<file path="src/rtl/ds2_shaper.sv">
module ds2_shaper #(
  parameter int IN_W  = 13,
  parameter int OUT_W = 4,
  parameter int ORDER = 2
) (
  input  logic                    clk,
  input  logic                    rst,
  input  logic                    vld,
  input  logic signed [IN_W-1:0]  x0,
  input  logic signed [IN_W-1:0]  x1,
  output logic signed [OUT_W-1:0] y0,
  output logic signed [OUT_W-1:0] y1
);
  localparam int SH    = IN_W - OUT_W;
  localparam int ACC_W = IN_W + 6;
  localparam int EMAX  = 2 ** (SH + 2);
  localparam int YMAX  = 2 ** (OUT_W - 1) - 1;
  localparam int YMIN  = -(2 ** (OUT_W - 1));

  typedef logic signed [ACC_W-1:0] acc_t;

  function automatic int coef(int i);
    int c;
    c = 1;
    for (int j = 0; j < i; j++) c = c * (ORDER - j) / (j + 1);
    return (i % 2 == 1) ? -c : c;
  endfunction

  function automatic logic signed [OUT_W-1:0] quant(acc_t v);
    acc_t t;
    t = v >>> SH;
    if (t > acc_t'(YMAX)) return OUT_W'(YMAX);
    if (t < acc_t'(YMIN)) return OUT_W'(YMIN);
    return t[OUT_W-1:0];
  endfunction

  function automatic acc_t ferr(acc_t v, logic signed [OUT_W-1:0] y);
    acc_t e;
    e = (acc_t'(y) <<< SH) - v;
    if (e > acc_t'(EMAX)) e = acc_t'(EMAX);
    else if (e < acc_t'(-EMAX)) e = acc_t'(-EMAX);
    return e;
  endfunction

  acc_t eh [ORDER];
  acc_t v0, v1, e0, e1;
  logic signed [OUT_W-1:0] q0, q1;

  always_comb begin
    v0 = acc_t'(x0);
    for (int i = 1; i <= ORDER; i++) v0 = v0 + acc_t'(coef(i)) * eh[i-1];
    q0 = quant(v0);
    e0 = ferr(v0, q0);
    v1 = acc_t'(x1) + acc_t'(coef(1)) * e0;
    for (int i = 2; i <= ORDER; i++) v1 = v1 + acc_t'(coef(i)) * eh[i-2];
    q1 = quant(v1);
    e1 = ferr(v1, q1);
  end

  always_ff @(posedge clk) begin
    if (rst) begin
      y0 <= '0;
      y1 <= '0;
      for (int i = 0; i < ORDER; i++) eh[i] <= '0;
    end else if (vld) begin
      y0 <= q0;
      y1 <= q1;
      for (int i = 0; i < ORDER; i++)
        eh[i] <= (i == 0) ? e1 : (i == 1) ? e0 : eh[(i >= 2) ? i - 2 : 0];
    end
  end

  logic rst_d;
  always_ff @(posedge clk) rst_d <= rst;

  always @(posedge clk)
    if (rst_d) assert_reset_clear_R1: assert (y0 == '0 && y1 == '0);

  assert_hold_idle_R7: assert property (@(posedge clk) disable iff (rst)
    !vld |=> ($stable(y0) && $stable(y1)));

  assert_err_even_R2: assert property (@(posedge clk) disable iff (rst)
    (q0 > YMIN && q0 < YMAX) |-> (e0 <= 0 && e0 > -(2 ** SH)));

  assert_err_odd_R2: assert property (@(posedge clk) disable iff (rst)
    (q1 > YMIN && q1 < YMAX) |-> (e1 <= 0 && e1 > -(2 ** SH)));
endmodule

</file>
<file path="config.mk">
export PLATFORM = sky130hd
export DESIGN_NAME = ds2_shaper
export DESIGN_NICKNAME = d
export VERILOG_FILES = /design/src/rtl/ds2_shaper.sv
export SDC_FILE = /design/constraint.sdc
export NUM_CORES = 1
export LEC_CHECK = 0
export ABC_AREA = 1
export BUFFER_PORTS_ARGS = -buffer_cell sky130_fd_sc_hd__buf_2
export CORE_MARGIN = 2
export CORE_UTILIZATION = 25
export CTS_CLUSTER_DIAMETER = 150
export DETAILED_ROUTE_END_ITERATION = 8
export PLACE_DENSITY = 0.48
export SYNTH_ARGS = -nofsm -noshare
export SYNTH_HDL_FRONTEND = slang
export SYNTH_SLANG_ARGS = --single-unit
</file>
<file path="constraint.sdc">
create_clock -name clk -period 16.16 [get_ports clk]
set_input_delay 1.616 -clock clk [delete_from_list [all_inputs] [get_ports clk]]
set_output_delay 1.616 -clock clk [all_outputs]
set_load 0.02 [all_outputs]
</file>
# == After elaboration in Yosys (flattened, before gate mapping) ==
# Memories as Yosys holds them, arrays and structs flattened.
# Cells that the tools add are included.
# totals
reg_bits,8
mem_bits_rw,38
input_bits,29
out_inout_bits,8
wordCells,46
n_memories,1
# memory_table
name,words,word_bits,rd,rd_clocked_by_memory_dff,write_ports,line,source
eh,2,19,2,0,2,45,acc_t eh [ORDER];
# classes
addsub,8
magnitude_cmp,8
muxes,25
bitwise_logic,2
# op_table
operator,n
2-to-1 mux 19 bit,6
adder 13 x 19 -> 19 bit,2
adder 19 bit,2
> comparator 19 x 13 -> 1 bit (second input constant),2
< comparator 19 x 12 -> 1 bit (second input constant),2
subtractor 13 x 19 -> 19 bit,2
negation 18 bit,2
2-to-1 mux 4 bit,8
> comparator 10 x 4 -> 1 bit (second input constant),2
< comparator 10 x 4 -> 1 bit (second input constant),2
2-to-1 mux 1 bit,11
bitwise OR 1 bit,2

# == Depth between registers and ports, before layout ==
# Gate-level depths: netlist (run 1).
# An unclocked memory read counts as a cell.
# depth
ltp_word,26
mapped_depth,84
depth_no_buf,82

# == Worst setup path before layout (run 1) ==
# OpenSTA, ideal clock, no wires.
# synth_timing
kind,register to register
startpoint,memory eh[0][0] in the netlist's numbering
endpoint,memory eh[0][5] in the netlist's numbering (data pin)
arrival_ns,12.077
setup_slack_ns,3.824
path_stages_with_launch,71
n_path_buf,3
period_less_slack_ns,12.336
cell_sequence,edfxtp_1 > inv_1 > ha_1 > nand3_1 > nor3_1 > nand2_1 > nor2_1 > nand4_1 > or4_1 > nor3_1 > xor2_1 > fa_1 > inv_1 > ha_1 > inv_1 > o31ai_1 > a21oi_4 > xnor2_2 > [35 not listed] > o21ai_0 > ha_1 > a21oi_1 > inv_1 > a31oi_1 > nor2_1 > nor2_1 > nand2_1 > nand3_1 > nand2_1 > nor4_1 > nand4_1 > ha_1 > buf_1 > inv_1 > nand3_2 > buf_6 > nor2_2
# synth_lines
element,line
start: declaration,45

==> results.cfg, run 1 <==
[floorplan]
rows = 62
die_h_um = 174
die_w_um = 174
start_util = 0.253
die_area_um2 = 30300
core_area_um2 = 28600
ioPinCount = 37

[logic_synthesis]
yosysMostFrequentCell = inv_1
synth_xor_area_frac = 0.0983
synth_fa_ha_area_frac = 0.188
ys_ff_latch = 46
async_reset_ff_frac = 0
synth_edf_count = 38
synth_top_family_by_area = simple AND/OR/NAND/NOR gates
syn-num-nets = 1173
avgSynthCellArea_um2 = 6.85
synth_flop_cell = edfxtp_1
syn_area_um2 = 7240
muxShareOfSynthArea = 0
syn_inst = 1057
synth_compound_area_frac = 0.0881
ys_types = 56
yosysWarnings = 0
synth_top_area_share = 0.158
ys_seq_area_frac = 0.180
synth_top_area_cell = edfxtp_1
synth_area_leaders = edfxtp_1, inv_1, nand2_1, fa_1, ha_1
yosys.area_share.simple = 0.316
synthTopCellsByCount = inv_1, nand2_1, nor2_1

[finish]
diodes = 0
final_area_um2 = 8040
final_nets = 1210
utilization = 0.281
layout-drive-gt1-share = 0.0977
synthToLayoutAreaGrowth_pct = 11.0

[global_route]
overflow = 0
grt_max_degree = 39
groute.usage.overall = 0.138
grt_pass1_wl_um = 33100
antenna_found_initial = 0
grt_pass1_vias = 6481

[sta]
finalCriticalPeriod_ns = 14.44
fmax_ghz = 0.0693
fin_skew_ns = 0.00485
layout_setup_ws_ns = 1.72
rsz0062_at_grt = false
setup_viol = 0
tns_ns = 0
hold_viol = 0
slew_violations = 0
tightest_slew_ns = 0.988
fin_crit_sh = 0.894
relSlewSlack = 0.339

[critical_path]
worst-setup-path-type = reg2reg
cp_data_arrival_time_ns = 14.49
max_stage_delay_ns = 0.52
crit_slowest_cell = ha_1
worst-path-max-fanout = 14
critPathMostFrequentCell = inv_1
worstPathRequired_ns = 16.21
critPathLaunchType = flip-flop
endpoint_kind = flip-flop

[detailed_routing]
routed_wl_um = 20500
route.detailed.wl_per_inst_um = 13.9
drtIter0Drc = 347
vias_per_cell = 4.43
num_vias = 6545
drt-pass1-iter-count = 7
ant_nets = 0
drt_drc_violations_left = 0

[place]
place_congestion = 0.903
numPortBuffers = 36
pre_cts_ws_ns = 1.60
dp_hpwl_um = 17700
placed_area_um2 = 7860

[flow_run]
max_cap_violations = 0

[clock_tree]
clock-sinks = 46
htreeDepth = 2
cts_tree = done
clk-insertion-delay-late_ns = 0.30
clk_path_buf_depth = 2
clk_pin_slew_ns = 0.07
cts_setup_buffers = 0
cts_buffers = 5
cts_root_buf = clkbuf_16

[run_status]
status = finished, final reports clean

[min_path]
hold_class = reg2reg
[metal layers]
metal | GRT usage | vias up | wire length [um]
li1 | - | 3422 | -
met1 | 0.186 | 3018 | 9870
met2 | 0.237 | 92 | 9830
met3 | 0.0120 | 13 | 559
met4 | 0.0315 | 0 | 229
met5 | 0 | - | 0
[state kept, by name, indices dropped and copies added, names as in the netlist]
| signal | flops |
|---|---|
| y1 | 4 |
| eh | 38 |
| y0 | 4 |
[cells in the final DEF (no fill, tap or decap), drive strengths merged, types with 2 or more instances in the layout]
cell,netlist,final
dfxtp,8,8
xnor2,18,18
o41ai,4,4
nand3b,8,8
o31ai,3,3
nor3,21,21
nand2,238,238
fa,36,36
clkinv,3,5
ha,51,51
clkbuf,3,5
nor4,8,8
a21oi,51,51
xor2,55,55
a31oi,4,4
nand3,65,65
inv,235,235
a21o,2,2
edfxtp,38,38
buf,4,37
nor2,123,123
nand4,29,29
o21bai,6,6
o21ai,30,30
[final timing paths]
kind	startpoint	to	slack, ns	depth (start not counted)
max	eh[0][0]	eh[0][0]	1.72	72
min	y1[0]	y1[0]	0.47	2
max reg2reg	eh[0][0]	eh[0][0]	1.72	72
min reg2reg	y1[0]	y1[0]	0.47	2
[logic make-up (layout without fill, tap and decap cells)]
logic type               Yosys count  count (layout)
XOR/XNOR                          75              75
buffers and inverters            245             283
flip-flops                        46              46
adder cells (fa/ha/maj)           87              87
AND/OR/NAND/NOR                  499             499
AO/OA/AOI/OAI                    105             105
[repair_timing]
item                                    4_1_cts  5_1_grt
gates resized for setup                       0        1
endpoints found under the setup margin        0       11
hold buffers                                  0        0
[critical path: cells and delay by family (launching register included)]
family          cells  cell delay (ns)
compound gates     10             1.89
xor+xnor            4             0.73
fa+ha+maj           9             3.47
buf+inv            11             1.07
flops               1             0.47
simple gates       38             6.54
[metrics by stage]
step,hold slack (ns),cells
floorplan,0.549,1057
global placement,0.462,1471
detailed placement,0.468,1471
CTS,0.481,1479
global route,0.510,1479
finish,0.472,1479
[layout make-up]
type                    instances  area (um^2)
inverters                     238          893
repair buffers                 37          188
flip-flops and latches         46         1300
clock buffers                   5          125
multi-input cells             766         5010
fillers                      3163        20600
clock inverters                 3         40.0
well taps                     384          480
Power of run 1 is not shown: default switching activity piles up to over one toggle a cycle in this logic, so the estimate is an artifact.
==> run 2: changes to the inputs <==
--- a/config.mk
+++ b/config.mk
@@ -8,10 +8,10 @@
 export ABC_AREA = 1
 export BUFFER_PORTS_ARGS = -buffer_cell sky130_fd_sc_hd__buf_2
 export CORE_MARGIN = 2
-export CORE_UTILIZATION = 25
+export CORE_UTILIZATION = 39
 export CTS_CLUSTER_DIAMETER = 150
 export DETAILED_ROUTE_END_ITERATION = 8
-export PLACE_DENSITY = 0.48
+export PLACE_DENSITY = 0.64
 export SYNTH_ARGS = -nofsm -noshare
 export SYNTH_HDL_FRONTEND = slang
 export SYNTH_SLANG_ARGS = --single-unit
==> results.cfg, run 2 (synthesis results as in run 1) <==
[critical_path]
critPathLaunchType = flip-flop
crit_slowest_cell = ha_1
timing.rr.start = eh[0][0]
reg2regPathDepth = 71
setup.worst_path.start = eh[0][0]
cp_data_arrival_time_ns = 14.76
max_stage_delay_ns = 0.53
worst-path-max-fanout = 14
worstPathRequired_ns = 16.31
worst-setup-path-type = reg2reg
rrSetupSlack_ns = 1.55
endpoint_kind = flip-flop

[finish]
synthToLayoutAreaGrowth_pct = 8.14
layout-drive-gt1-share = 0.0967
utilization = 0.433
final_nets = 1211
largest_reg_flops = 38
reg_top3 = eh x38, y0 x4, y1 x4
finalNonFillerCells = 1325
layout_commonest_cell = inv_1
diodes = 0
regMostFlops = eh
final_cell_mix = inv_1, nand2_1, nor2_1
final_area_um2 = 7830

[sta]
setup_viol = 0
tightest_slew_ns = 0.828
fin_crit_sh = 0.904
fmax_ghz = 0.0684
fin_skew_ns = 0.00746
rsz0062_at_grt = false
hold_viol = 0
tns_ns = 0
relSlewSlack = 0.447
finalCriticalPeriod_ns = 14.61
slew_violations = 0

[global_route]
antenna_found_initial = 0
grt_pass1_wl_um = 31200
groute.usage.overall = 0.197
overflow = 0
grt_max_degree = 39
grt_pass1_vias = 6559

[clock_tree]
clk-insertion-delay-late_ns = 0.30
cts_buffers = 5
htreeDepth = 2
hold_buffers = 0
clk_path_buf_depth = 2
clk_pin_slew_ns = 0.06
cts_tree = done
clock-sinks = 46
cts_setup_buffers = 0
cts_root_buf = clkbuf_16
cts_resized = 0

[run_status]
status = finished, final reports clean

[detailed_routing]
num_vias = 6576
route.detailed.wl_per_inst_um = 14.1
routed_wl_um = 18700
drtIter0Drc = 384
drt_drc_violations_left = 0
drt-pass1-iter-count = 5
ant_nets = 0
vias_per_cell = 4.96

[min_path]
holdPathStages = 2
hold_class = reg2reg
min_from = y1[0]

[place]
dp_cells = 1317
dp_hpwl_um = 16000
place_congestion = 0.916
numPortBuffers = 36
placed_area_um2 = 7670

[floorplan]
die_w_um = 140
rows = 49
core_area_um2 = 18100
die_h_um = 140
ioPinCount = 37
start_util = 0.400
die_area_um2 = 19700

[flow_run]
max_cap_violations = 0
[run 2: final cells by class]
type | instances | area, um^2
Fill cell | 1916 | 10300
Timing Repair Buffer | 38 | 195
Clock buffer | 7 | 153
Inverter | 238 | 893
Sequential cell | 46 | 1300
Tap cell | 229 | 287
Multi-Input combinational cell | 766 | 5000
Clock inverter | 1 | 3.75
[run 2: worst paths after layout]
| check | end |
|---|---|
| setup / recovery | eh[0][5] |
| hold / removal | y1[0] |
| setup reg to reg | eh[0][5] |
| hold reg to reg | y1[0] |
[run 2: worst max-delay path, delay by kind of cell, from the launching register on]
| family | cells | cell delay, ns |
|---|---|---|
| flip-flops | 1 | 0.47 |
| XOR/XNOR | 4 | 0.85 |
| AO/OA/AOI/OAI | 9 | 1.75 |
| AND/OR/NAND/NOR | 38 | 6.73 |
| buffers and inverters | 10 | 0.89 |
| adder cells (fa/ha/maj) | 10 | 3.69 |
[run 2: per-layer routing]
metal,track usage,vias up,wire length [um]
met2,0.347,106,8960
met4,0.0611,0,412
li1,-,3422,-
met1,0.257,3021,8840
met3,0.0157,27,505
met5,0,-,0
[run 2: metrics by stage]
step / setup WS [ns] / hold WS (ns)
2_1_floorplan: 3.82 / 0.549
3_3_place_gp: 1.88 / 0.463
3_5_place_dp: 1.67 / 0.465
4_1_cts: 1.57 / 0.478
5_1_grt: 0.0476 / 0.502
6_report: 1.55 / 0.472
Power of run 2 is left out for the same reason.
==> run 3: changes to the inputs <==
--- a/config.mk
+++ b/config.mk
@@ -12,6 +12,7 @@
 export CTS_CLUSTER_DIAMETER = 150
 export DETAILED_ROUTE_END_ITERATION = 8
 export PLACE_DENSITY = 0.64
+export REMOVE_ABC_BUFFERS = 1
 export SYNTH_ARGS = -nofsm -noshare
 export SYNTH_HDL_FRONTEND = slang
 export SYNTH_SLANG_ARGS = --single-unit
==> constraint.sdc (replaced) <==
create_clock -name clk -period 16.16 [get_ports clk]
set_input_delay 1.616 -clock clk [delete_from_list [all_inputs] [get_ports clk]]
set_output_delay 1.616 -clock clk [all_outputs]
set_load 0.005 [all_outputs]
==> results.cfg, run 3 (synthesis results as in run 1) <==
[clock_tree]
htreeDepth = 2
clk_pin_slew_ns = 0.06
clock-sinks = 46
cts_setup_buffers = 0
hold_buffers = 0
cts_resized = 0
clk_path_buf_depth = 2
cts_root_buf = clkbuf_16
cts_buffers = 5
clk-insertion-delay-late_ns = 0.29
cts_tree = done

[detailed_routing]
routed_wl_um = 18100
met1_length_um = 8480
wl_met3_um = 692
num_vias = 6529
drt-pass1-iter-count = 5
routed.top_layer = met4
drt_drc_violations_left = 0
wl_met2_um = 8630
ant_nets = 0
vias_per_cell = 4.93
drtIter0Drc = 410
route.detailed.wl_per_inst_um = 13.7

[sta]
relSlewSlack = 0.457
fmax_ghz = 0.0686
finalCriticalPeriod_ns = 14.59
fin_crit_sh = 0.903
slew_violations = 0
tns_ns = 0
rsz0062_at_grt = false
hold_viol = 0
setup_viol = 0
fin_skew_ns = 0.00771
tightest_slew_ns = 0.813

[critical_path]
critPathMostFrequentCell = inv_1
max_stage_delay_ns = 0.53
rrSetupSlack_ns = 1.57
worst-path-max-fanout = 14
critPathLaunchType = flip-flop
worst-setup-path-type = reg2reg
cp_data_arrival_time_ns = 14.61
worstPathRequired_ns = 16.19
setup.worst_path.start = eh[0][0]
crit_slowest_cell = ha_1
timing.rr.start = eh[0][0]
endpoint_kind = flip-flop

[min_path]
hold_class = reg2reg
min_from = y1[1]

[floorplan]
die_h_um = 140
start_util = 0.400
rows = 49
die_area_um2 = 19700
die_w_um = 140
core_area_um2 = 18100
ioPinCount = 37

[flow_run]
max_cap_violations = 0

[finish]
regMostFlops = eh
reg_top3 = eh x38, y0 x4, y1 x4
final_nets = 1211
diodes = 0
synthToLayoutAreaGrowth_pct = 7.86
largest_reg_flops = 38
final_cell_mix = inv_1, nand2_1, nor2_1
layout-drive-gt1-share = 0.0949
layout_commonest_cell = inv_1

[place]
place_congestion = 0.921
numPortBuffers = 36
dp_hpwl_um = 15600

[run_status]
status = finished, final reports clean

[global_route]
grt_pass1_vias = 6465
grt_pass1_wl_um = 30500
antenna_found_initial = 0
overflow = 0
grt_max_degree = 39
groute.usage.overall = 0.191
run 3: path summary, 6_finish.rpt:
check | depth (start not counted) | to
min | 2 | y1[1]
max reg2reg | 70 | eh[0][0]
min reg2reg | 2 | y1[1]
max | 70 | eh[0][0]
run 3: stage by stage:
stage	cells	hold slack, ns	utilization	worst slack (ns)	area (um^2)
5_1_grt	1325	0.491	0.432	0.00650	7810
3_3_place_gp	1317	0.461	0.424	1.83	7670
4_1_cts	1325	0.477	0.432	1.62	7810
2_1_floorplan	1050	0.467	-	3.84	7190
3_5_place_dp	1317	0.468	0.424	1.71	7670
6_report	1325	0.476	0.432	1.57	7810
run 3: cell type report:
| class | instances | area [um^2] |
|---|---|---|
| multi-input cells | 766 | 5000 |
| fillers | 1883 | 10300 |
| inverters | 238 | 893 |
| well taps | 229 | 287 |
| flip-flops and latches | 46 | 1300 |
| repair buffers | 38 | 195 |
| clock buffers | 8 | 136 |
run 3: metal layers:
layer	vias up	track usage
li1	3428	-
met3	20	0.0157
met1	2927	0.256
met4	0	0.0473
met5	-	0
met2	154	0.333
run 3: worst max-delay path: cells and delay by family, from the launching register on:
family	cells	cell delay, ns
flip-flops	1	0.50
buffers and inverters	12	1.15
AO/OA/AOI/OAI	10	2.08
AND/OR/NAND/NOR	35	6.25
XOR/XNOR	4	0.87
adder cells (fa/ha/maj)	9	3.48
Power of run 3 is left out for the same reason.
